$ cat config.mk
export PLATFORM = sky130hd
export DESIGN_NAME = alarm_match_top
export DESIGN_NICKNAME = d
export VERILOG_FILES = /design/src/rtl/alarm_pkg.sv /design/src/rtl/alarm_regfile.sv /design/src/rtl/alarm_compare.sv /design/src/rtl/alarm_seq.sv /design/src/rtl/alarm_match_top.sv
export SDC_FILE = /design/constraint.sdc
export NUM_CORES = 1
export LEC_CHECK = 0
export BUFFER_PORTS_ARGS = -buffer_cell sky130_fd_sc_hd__clkbuf_2
export CORE_ASPECT_RATIO = 0.6
export CORE_MARGIN = 2
export CORE_UTILIZATION = 51
export CTS_BUF_LIST = sky130_fd_sc_hd__clkbuf_2
export DETAILED_ROUTE_END_ITERATION = 10
export PLACE_DENSITY = 0.84
export SYNTH_ARGS = -nofsm -noshare
export SYNTH_HDL_FRONTEND = slang
export SYNTH_SLANG_ARGS = --single-unit
$ cat constraint.sdc
create_clock -name clk -period 1.95 [get_ports clk]
set_clock_uncertainty 0.15 [all_clocks]
set_input_delay 0.0975 -clock clk [delete_from_list [all_inputs] [get_ports clk]]
set_output_delay 0.0975 -clock clk [all_outputs]
set_load 0.005 [all_outputs]
$ cat src/rtl/alarm_pkg.sv
package alarm_pkg;
    localparam int unsigned OFS_SEC  = 0;
    localparam int unsigned OFS_MIN  = 1;
    localparam int unsigned OFS_HOUR = 2;
    localparam int unsigned OFS_DATE = 3;
    localparam int unsigned OFS_IEN  = 4;

    typedef enum logic [1:0] {
        ST_IDLE  = 2'd0,
        ST_EVAL  = 2'd1,
        ST_PULSE = 2'd2
    } seq_state_t;

    typedef enum logic [2:0] {
        RATE_MONTH,
        RATE_DAY,
        RATE_HOUR,
        RATE_MINUTE,
        RATE_SECOND
    } rate_t;

    typedef struct packed {
        logic [7:0] sec;
        logic [7:0] min;
        logic [7:0] hour;
        logic [7:0] date;
    } alarm_regs_t;

    function automatic logic [7:0] bcd_value(input logic [6:0] v);
        return 8'(v[6:4]) * 8'd10 + 8'(v[3:0]);
    endfunction
endpackage

$ cat src/rtl/alarm_regfile.sv
module alarm_regfile
    import alarm_pkg::*;
#(
    parameter int unsigned ADDR_W = 3
) (
    input  logic              clk,
    input  logic              rst_n,
    input  logic              wr,
    input  logic [ADDR_W-1:0] addr,
    input  logic [7:0]        wdata,
    output logic [7:0]        rdata,
    output alarm_regs_t       regs,
    output logic              irq_en
);
    logic [7:0] dec_sec_min;
    logic [7:0] dec_hour_date;
    logic       ok_sec_min;
    logic       ok_hour;
    logic       ok_date;

    always_comb begin
        dec_sec_min   = bcd_value(wdata[6:0]);
        dec_hour_date = bcd_value({1'b0, wdata[5:0]});
        ok_sec_min    = (dec_sec_min <= 8'd59);
        ok_hour       = (dec_hour_date <= 8'd23);
        ok_date       = (dec_hour_date != 8'd0);
    end

    always_ff @(posedge clk) begin
        if (!rst_n) begin
            regs   <= '0;
            irq_en <= 1'b0;
        end else if (wr) begin
            case (32'(addr))
                OFS_SEC:  if (ok_sec_min) regs.sec  <= wdata;
                OFS_MIN:  if (ok_sec_min) regs.min  <= wdata;
                OFS_HOUR: if (ok_hour)    regs.hour <= wdata;
                OFS_DATE: if (ok_date)    regs.date <= wdata;
                OFS_IEN:  irq_en <= wdata[7];
                default:  ;
            endcase
        end
    end

    always_comb begin
        case (32'(addr))
            OFS_SEC:  rdata = regs.sec;
            OFS_MIN:  rdata = regs.min;
            OFS_HOUR: rdata = regs.hour;
            OFS_DATE: rdata = regs.date;
            OFS_IEN:  rdata = {irq_en, 7'd0};
            default:  rdata = 8'd0;
        endcase
    end

    // tens digit above 5 can never be accepted
    p_reject_sec_r3: assert property (@(posedge clk) disable iff (!rst_n)
        (wr && 32'(addr) == OFS_SEC && wdata[6:4] > 3'd5) |=> $stable(regs.sec));
    // hours with tens digit 3 are out of range
    p_reject_hour_r4: assert property (@(posedge clk) disable iff (!rst_n)
        (wr && 32'(addr) == OFS_HOUR && wdata[5:4] == 2'd3) |=> $stable(regs.hour));
    // zero date rejected
    p_reject_date_r5: assert property (@(posedge clk) disable iff (!rst_n)
        (wr && 32'(addr) == OFS_DATE && wdata[5:0] == 6'd0) |=> $stable(regs.date));
endmodule

$ cat src/rtl/alarm_compare.sv
module alarm_compare
    import alarm_pkg::*;
(
    input  alarm_regs_t regs,
    input  logic [6:0]  tod_sec,
    input  logic [6:0]  tod_min,
    input  logic [5:0]  tod_hour,
    input  logic [5:0]  tod_date,
    output rate_t       rate,
    output logic        match
);
    logic eq_sec, eq_min, eq_hour, eq_date;

    always_comb begin
        eq_sec  = (regs.sec[6:0]  == tod_sec);
        eq_min  = (regs.min[6:0]  == tod_min);
        eq_hour = (regs.hour[5:0] == tod_hour);
        eq_date = (regs.date[5:0] == tod_date);

        case ({regs.date[7], regs.hour[7], regs.min[7], regs.sec[7]})
            4'b0000: rate = RATE_MONTH;
            4'b1000: rate = RATE_DAY;
            4'b1100: rate = RATE_HOUR;
            4'b1110: rate = RATE_MINUTE;
            default: rate = RATE_SECOND;
        endcase

        unique case (rate)
            RATE_MONTH:  match = eq_sec && eq_min && eq_hour && eq_date;
            RATE_DAY:    match = eq_sec && eq_min && eq_hour;
            RATE_HOUR:   match = eq_sec && eq_min;
            RATE_MINUTE: match = eq_sec;
            default:     match = 1'b1;
        endcase
    end
endmodule

$ cat src/rtl/alarm_seq.sv
module alarm_seq
    import alarm_pkg::*;
(
    input  logic clk,
    input  logic rst_n,
    input  logic tick,
    input  logic match,
    input  logic irq_en,
    output logic irq
);
    seq_state_t state, state_nx;
    logic       hit_q;

    always_comb begin
        state_nx = state;
        unique case (state)
            ST_IDLE:  if (tick) state_nx = ST_EVAL;
            ST_EVAL:  state_nx = (hit_q && irq_en) ? ST_PULSE : ST_IDLE;
            ST_PULSE: state_nx = ST_IDLE;
            default:  state_nx = ST_IDLE;
        endcase
    end

    always_ff @(posedge clk) begin
        if (!rst_n) begin
            state <= ST_IDLE;
            hit_q <= 1'b0;
        end else begin
            state <= state_nx;
            if (state == ST_IDLE && tick) hit_q <= match;
        end
    end

    always_comb irq = (state == ST_PULSE);

    // pulse lasts one cycle
    p_single_pulse_r11: assert property (@(posedge clk) disable iff (!rst_n)
        irq |=> !irq);
    // pulse is two cycles after a sampled tick
    p_pulse_after_tick_r11: assert property (@(posedge clk) disable iff (!rst_n)
        $rose(irq) |-> $past(tick, 2));
    // no pulse unless enabled at decision time
    p_irq_enabled_r12: assert property (@(posedge clk) disable iff (!rst_n)
        $rose(irq) |-> $past(irq_en));
endmodule

$ cat src/rtl/alarm_match_top.sv
module alarm_match_top
    import alarm_pkg::*;
#(
    parameter int unsigned ADDR_W = 3
) (
    input  logic              clk,
    input  logic              rst_n,
    input  logic              reg_wr,
    input  logic [ADDR_W-1:0] reg_addr,
    input  logic [7:0]        reg_wdata,
    output logic [7:0]        reg_rdata,
    input  logic [6:0]        tod_sec,
    input  logic [6:0]        tod_min,
    input  logic [5:0]        tod_hour,
    input  logic [5:0]        tod_date,
    input  logic              sec_tick,
    output logic              alarm_irq
);
    alarm_regs_t regs;
    logic        irq_en;
    logic        match;
    rate_t       rate;

    alarm_regfile #(.ADDR_W(ADDR_W)) u_regs (
        .clk(clk), .rst_n(rst_n), .wr(reg_wr), .addr(reg_addr),
        .wdata(reg_wdata), .rdata(reg_rdata), .regs(regs), .irq_en(irq_en)
    );

    alarm_compare u_cmp (
        .regs(regs), .tod_sec(tod_sec), .tod_min(tod_min),
        .tod_hour(tod_hour), .tod_date(tod_date), .rate(rate), .match(match)
    );

    alarm_seq u_seq (
        .clk(clk), .rst_n(rst_n), .tick(sec_tick), .match(match),
        .irq_en(irq_en), .irq(alarm_irq)
    );

    // all masks set selects every-second rate
    p_all_masks_second_r10: assert property (@(posedge clk) disable iff (!rst_n)
        (regs.sec[7] && regs.min[7] && regs.hour[7] && regs.date[7]) |-> match);
endmodule

# After elaboration in Yosys (flattened, before gate mapping)
# Index checks and enable logic that the tools add are counted.
# W data, S select, Z words.
# op_classes
n_addsub,2
n_eq_ne,17
multipliers,2
muxes,6
reduce_logical,15
order_cmp,2
# op_table
cell,count
$pmux W8 S5,1
$eq A7 B7 Y1,2
$eq A3 B2 Y1 const B,4
$eq A4 B4 Y1 const B,3
$eq A6 B6 Y1,2
$pmux W3 S4,1
$reduce_and A3 Y1,4
$add A7 B4 Y8,1
$le A8 B5 Y1 const B,1
$le A8 B6 Y1 const B,1
$reduce_bool A8 Y1,1
$add A6 B4 Y7,1
$eq A3 B1 Y1 const B,2
$logic_not A3 Y1,2
$mul A3 B3 Y6 const B,1
$logic_and A1 B1 Y1,5
$mul A2 B3 Y5 const B,1
$logic_not A4 Y1,1
$mux W2,2
$pmux W1 S4,1
$pmux W2 S2,1
$eq A3 B3 Y1 const B,1
$eq A2 B1 Y1 const B,1
$eq A2 B2 Y1 const B,1
3 further kinds,3
# word_totals
out_inout_bits,9
elab_cells,51
reg_bits,36

# Depth between registers and ports, before layout
# Gate-level depths: netlist of the first run.
# depth
depth_word,5
ltp_mapped,8
mapped_depth_nobuf,8

# Cells and area by module
# From an unflattened synthesis of the first run, not the netlist that was laid out.
# unflattened
hier_cells,227
area_unflattened_um2,2252.2
# by_module_without_submodules
module,cells_per_inst,area_each_um2,instances,seq_area_each_um2
alarm_regfile,175,1788.0,1,660.6
alarm_compare,41,340.3,1,0.0
alarm_seq,11,123.9,1,60.1

# Worst setup path after synthesis of the first run
# Ideal clock, no wire load.
# synth_path
path_type,in2reg
start,input port reg_wdata[1]
end,"register, netlist name u_regs.regs[16]"
stages,8
arrival_ns,1.737
n_path_buf,1
slack_ns,-0.076
setup_ns,0.140
cell_sequence,ha_1 > fa_1 > buf_6 > nand2b_1 > nor4_1 > or3_1 > o311ai_4 > mux2i_1
# synth_via
elab_chain_len,3
# synth_lines
item,line,source
from (decl),alarm_match_top.sv:10,"input logic [7:0] reg_wdata,"
$add A7 B4 Y8,alarm_pkg.sv:30,return 8'(v[6:4]) * 8'd10 + 8'(v[3:0]);
$le A8 B6 Y1,alarm_regfile.sv:24,ok_sec_min = (dec_sec_min <= 8'd59);
$reduce_and A3 Y1 (no line),n/a,
# No other way between the ends.
# A chain may end at the register's enable or synchronous reset.

# Worst setup path in the final report of the first run
# layout_path
start,"register, netlist name u_regs.regs[18]"
end,register u_seq.hit_q
# layout_via
elab_chain_len,5
# layout_lines
item,line,source
$eq A7 B7 Y1 *,alarm_compare.sv:16,eq_min = (regs.min[6:0] == tod_min);
$logic_and A1 B1 Y1 *,"alarm_compare.sv:29, alarm_compare.sv:30, alarm_compare.sv:31",
$logic_and A1 B1 Y1,"alarm_compare.sv:29, alarm_compare.sv:30",
$logic_and A1 B1 Y1,alarm_compare.sv:29,RATE_MONTH: match = eq_sec && eq_min && eq_hour && eq_date;
$pmux W1 S4 *,alarm_compare.sv:28,unique case (rate)
to (signal assigned),alarm_seq.sv:30,if (state == ST_IDLE && tick) hit_q <= match;
to (decl),alarm_seq.sv:12,logic hit_q;
# Every way passes the cells marked *; elsewhere a longest branch is shown, timed or not.

==> impl_metrics.tcl, run 1 <==
set metrics [dict create \
    syn_nets 284 \
    async_flop_share_pct 0 \
    layout_commonest_cell "clkbuf_2" \
    grt_pass1_wl_um 10000 \
    fp.dieArea_um2 5050 \
    postLayoutCoreUtil_pct 68.8 \
    place_area_um2 2770 \
    cts_tree "built" \
    start_util_pct 54.3 \
    grt_remaining_overflow 0 \
    hpwl_um 4930 \
    maxCapViolations 0 \
    cts_hold_buf 8 \
    routed_via_density 5.42 \
    clock_latency_ns 0.39 \
    final_cell_mix "clkbuf_2, nand2_1, dfxtp_1" \
    grt_max_degree 27 \
    min_period_ns 1.86 \
    worst-slew-pin-transition_ns 0.610 \
    placedCellCount 358 \
    synth_edf_count 0 \
    antenna_cells 0 \
    synth_top_flop_cell "dfxtp_1" \
    hold_class "input pin to register" \
    core_area_um2 4210 \
    remaining_drc_errors 0 \
    fmax_mhz 539 \
    cts_inserted_buffers 5 \
    grt_pass1_vias 2019 \
    yosysWarningCount 0 \
    synthToLayoutAreaGrowth_pct 26.7 \
    grt_usage_pct 25.7 \
    final_area_um2 2900 \
    synth_area_leaders "dfxtp_1, mux2i_1, mux4_2" \
    drt_first_pass_iters 4 \
    maxSlewHeadroom_pct 59.2 \
    hold_ws_ns 0.00873 \
    postCtsSetupRepairBufs 0 \
    final_layout_size_suffix_gt1_share_pct 31.4 \
    clkTransAtPathRegs_ns 0.19 \
    dp_slack_ns -0.306 \
    cts_root_buf "clkbuf_2" \
    power.density_nw_per_um2 515 \
    synth_area_per_cell_um2 9.73 \
    slew_viol_final 0 \
    arrival_ns 2.01 \
    drt_iter0_markers 131 \
    h-tree-depth 2 \
    die_h_um 55.9 \
    power.leakage_nw 1.27 \
    cp_data_required_time_ns 2.11 \
    antenna_found_initial 0 \
    synth_area_leader_cell "dfxtp_1" \
    vias 2033 \
    layout.nets 363 \
    yosysTopAreaCellShare_pct 31.5 \
    vdd_drop_max_mv 0.364 \
    row_count 18 \
    finish.cell_count_without_fillers 375 \
    dieWidth_um 90.4 \
    rsz0062_at_grt "false" \
    hold_viol 0 \
    ys_ff_latch 36 \
    path_max_fanout 3 \
    avgRoutedWirePerCell_um 16.5 \
    gp_congestion 0.928 \
    netlist_area_um2 2290 \
    layout_setup_ws_ns 0.0937 \
    tns_ns 0 \
    critPathKind "register to register" \
    clkSinkCount 36 \
    ys_types 41 \
    end_kind "register" \
    netlist_instances 235 \
    finalCritPeriodShare_pct 95.2 \
    ctsResizeCount 0 \
    io_buffers 49 \
    total_power_mw 1.49 \
    antenna_left 0 \
    critPathLaunchType "register" \
    ys_seq_area_share_pct 31.5 \
    wl_um 6190 \
    run_status "finished, final reports clean" \
    clockBufferDepth 2 \
    io_pins 50 \
    setup_viol 0 \
]
-- critical path: stages (launching register included) --
cell and delay [ns]:
dfxtp_1 0.46, xnor2_1 0.15, nand4_1 0.12, nor4_1 0.45, a21oi_1 0.08, o41ai_1 0.37
-- flip-flops by register name, indices dropped and copies added (netlist names) --
signal / flops
u_regs.irq_en: 1
u_regs.regs: 32
u_seq.hit_q: 1
u_seq.state: 2
-- where the power goes --
| group | total, mW | switching (mW) | internal, mW |
|---|---|---|---|
| registers | 0.771 | 0.0181 | 0.753 |
| clock network | 0.346 | 0.257 | 0.0895 |
| logic | 0.375 | 0.190 | 0.185 |
-- final timing paths --
check               endpoint  slack [ns]  cells past startpoint             from
max              u_seq.hit_q        0.09                      5  u_regs.regs[18]
min              u_seq.hit_q       0.009                      4      tod_hour[2]
max reg2reg      u_seq.hit_q        0.09                      5  u_regs.regs[18]
min reg2reg  u_regs.regs[14]        0.32                      2  u_regs.regs[14]
-- cells in the mapped netlist (3+ instances only) --
cell,n
inv_1,4
mux4_2,7
o21ai_0,3
nor2b_1,18
nand3_1,5
clkbuf_1,6
a21oi_1,4
nor2_1,6
dfxtp_1,36
xor2_1,13
xnor2_1,14
mux2i_1,32
ha_1,7
nor4_1,6
nand2_1,40
-- kinds of logic (layout without fill, tap and decap cells) --
family          count (synthesis)  in the layout  share of synthesized area [%]
compound gates                 24             24                           10.3
xor+xnor                       28             28                           11.1
fa+ha+maj                       8              8                           4.71
buf+inv                        13             93                           2.57
flops                          36             36                           31.5
mux                            40             40                           21.4
simple gates                   86             86                           18.4
-- routing by layer --
layer,global-route usage (%),part of all wire [%]
met5,0,0
met3,5.96,9.9
met1,36.5,45
met2,39.4,44
met4,6.81,0.86
-- layout make-up --
class                   count  area (µm²)
multi-input cells         186        1520
fillers                   349        1320
flip-flops and latches     36         721
repair buffers             81         520
well taps                  60        75.1
clock buffers               6        30.0
inverters                   4        15.0
clock inverters             2        11.3
(Power assumes the default switching activity.)
==> inputs of run 2 (changes only) <==
--- a/config.mk
+++ b/config.mk
@@ -6,7 +6,6 @@
 export NUM_CORES = 1
 export LEC_CHECK = 0
 export BUFFER_PORTS_ARGS = -buffer_cell sky130_fd_sc_hd__clkbuf_2
-export CORE_ASPECT_RATIO = 0.6
 export CORE_MARGIN = 2
 export CORE_UTILIZATION = 51
 export CTS_BUF_LIST = sky130_fd_sc_hd__clkbuf_2
==> run 2 against run 1 <==
Against the previous run: the flow now finishes with violations (hold timing); fmax up 0.57%; non-clock buffer count is 3 higher; total power up 9.1%; via count up 0.93%; die area decreased by 0.35%; worst hold slack worse by 0.010 ns; register-to-register slack improved by 0.14 ns; utilization shrank 0.89 points; cell area up 1.3%; largest cell class unchanged; combinational power down 1%; global-route usage increased by 0.26 points; critical endpoint is now u_regs.regs[23]; final cell count shrank 1.3%.
==> impl_metrics.tcl, run 2 (synthesis results as in run 1) <==
set metrics [dict create \
    antenna_cells 0 \
    r2r_start "u_regs.regs[13]" \
    antenna_left 0 \
    clkTransAtPathRegs_ns 0.20 \
    grt_usage_pct 25.9 \
    vdd_drop_max_mv 0.302 \
    final_layout_size_suffix_gt1_share_pct 30.5 \
    layout.nets 366 \
    hold_ws_ns -0.00126 \
    final_area_um2 2940 \
    largest_register_ffs 32 \
    layout_setup_ws_ns 0.104 \
    ctsResizeCount 0 \
    io_buffers 49 \
    path_cells "clkbuf_2 -> ha_1 -> fa_1 -> xnor2_1 -> o311ai_4 -> mux2i_1" \
    dieWidth_um 71.0 \
    critPathMaxStageDelay_ns 0.60 \
    setup_viol 0 \
    clkSinkCount 36 \
    hpwl_um 4800 \
    power.leakage_nw 1.29 \
    arrival_ns 2.05 \
    avgRoutedWirePerCell_um 16.5 \
    start_util_pct 52.9 \
    finalCritPeriodShare_pct 94.7 \
    critPathLaunchType "input pin" \
    path_max_fanout 8 \
    grt_pass1_wl_um 9930 \
    place_area_um2 2720 \
    grt_pass1_vias 2086 \
    crit_start "reg_wdata[4]" \
    min_period_ns 1.85 \
    row_count 24 \
    end_kind "register" \
    biggestRegsByFlops "u_regs.regs x32, u_seq.state x2" \
    dp_slack_ns -0.346 \
    antenna_found_initial 0 \
    synthToLayoutAreaGrowth_pct 28.4 \
    vias 2052 \
    run_status "complete, but fails checks" \
    violations "hold timing" \
    fmax_mhz 542 \
    gp_congestion 0.904 \
    cts_root_buf "clkbuf_2" \
    cp_data_required_time_ns 2.15 \
    final_cell_mix "clkbuf_2, nand2_1, dfxtp_1" \
    clockBufferDepth 2 \
    critPathKind "input pin to register" \
    largest-register "u_regs.regs" \
    worst-slew-pin-transition_ns 0.664 \
    remaining_drc_errors 0 \
    routed_via_density 5.55 \
    hold_viol 1 \
    slew_viol_final 0 \
    maxCapViolations 0 \
    placedCellCount 347 \
    hold_start "tod_sec[6]" \
    rsz0062_at_grt "false" \
    core_area_um2 4320 \
    clock_latency_ns 0.41 \
    finish.cell_count_without_fillers 370 \
    hold_class "input pin to register" \
    grt_remaining_overflow 0 \
    drt_first_pass_iters 4 \
    io_pins 50 \
    drt_iter0_markers 167 \
    fp.dieArea_um2 5030 \
    power.density_nw_per_um2 554 \
    cts_inserted_buffers 5 \
    h-tree-depth 2 \
    wl_um 6100 \
    layout_commonest_cell "clkbuf_2" \
    postLayoutCoreUtil_pct 67.9 \
    cts_tree "built" \
    die_h_um 71.0 \
    grt_max_degree 30 \
    maxSlewHeadroom_pct 55.7 \
    cp_slowest_cell "o311ai_4" \
]
-- run 2: worst paths after layout --
| kind | to | slack, ns | cells after the start |
|---|---|---|---|
| min reg2reg | u_regs.regs[14] | 0.33 | 2 |
| max reg2reg | u_seq.hit_q | 0.23 | 4 |
| min | u_seq.hit_q | -0.001 | 6 |
| max | u_regs.regs[23] | 0.10 | 6 |
-- run 2: metal layers --
layer | vias to the layer above | wire length [µm] | part of all wire [%] | track usage (%)
li1 | 995 | - | - | -
met1 | 959 | 2450 | 40 | 29.9
met3 | 25 | 290 | 4.8 | 4.27
met2 | 73 | 3050 | 50 | 45.0
met4 | 0 | 310 | 5.1 | 15.5
met5 | - | 0 | 0 | 0
-- run 2: worst max-delay path: cells and delay by family --
kind,cells,cell delay (ns)
AO/OA/AOI/OAI,1,0.60
buffers and inverters,1,0.12
multiplexers,1,0.28
XOR/XNOR,1,0.25
adder cells (fa/ha/maj),2,0.69
-- run 2: through the flow --
step	TNS (ns)	power, mW	hold slack, ns
floorplan	0	0.996	0.114
CTS	0	1.63	0.0107
detailed placement	-7.53	1.13	0.263
global placement	-5.81	1.12	0.247
global route	0	1.69	0.0113
finish	0	1.63	-0.00126
-- run 2: cell type report --
type                            count  area [µm²]
Fill cell                         341        1390
Sequential cell                    36         721
Clock buffer                        6        30.0
Multi-Input combinational cell    186        1520
Timing Repair Buffer               84         546
Clock inverter                      2        35.0
Tap cell                           52        65.1
Inverter                            4        15.0
-- run 2: repair_timing --
| action | CTS | global route |
|---|---|---|
| endpoints found under the hold margin | 25 | 1 |
| setup buffers | 0 | 0 |
| hold buffers | 14 | 1 |
-- run 2: power breakdown --
| group | internal, mW | switching, mW |
|---|---|---|
| Clock | 0.221 | 0.267 |
| Combinational | 0.182 | 0.187 |
| Sequential | 0.753 | 0.0174 |
| Total | 1.16 | 0.472 |
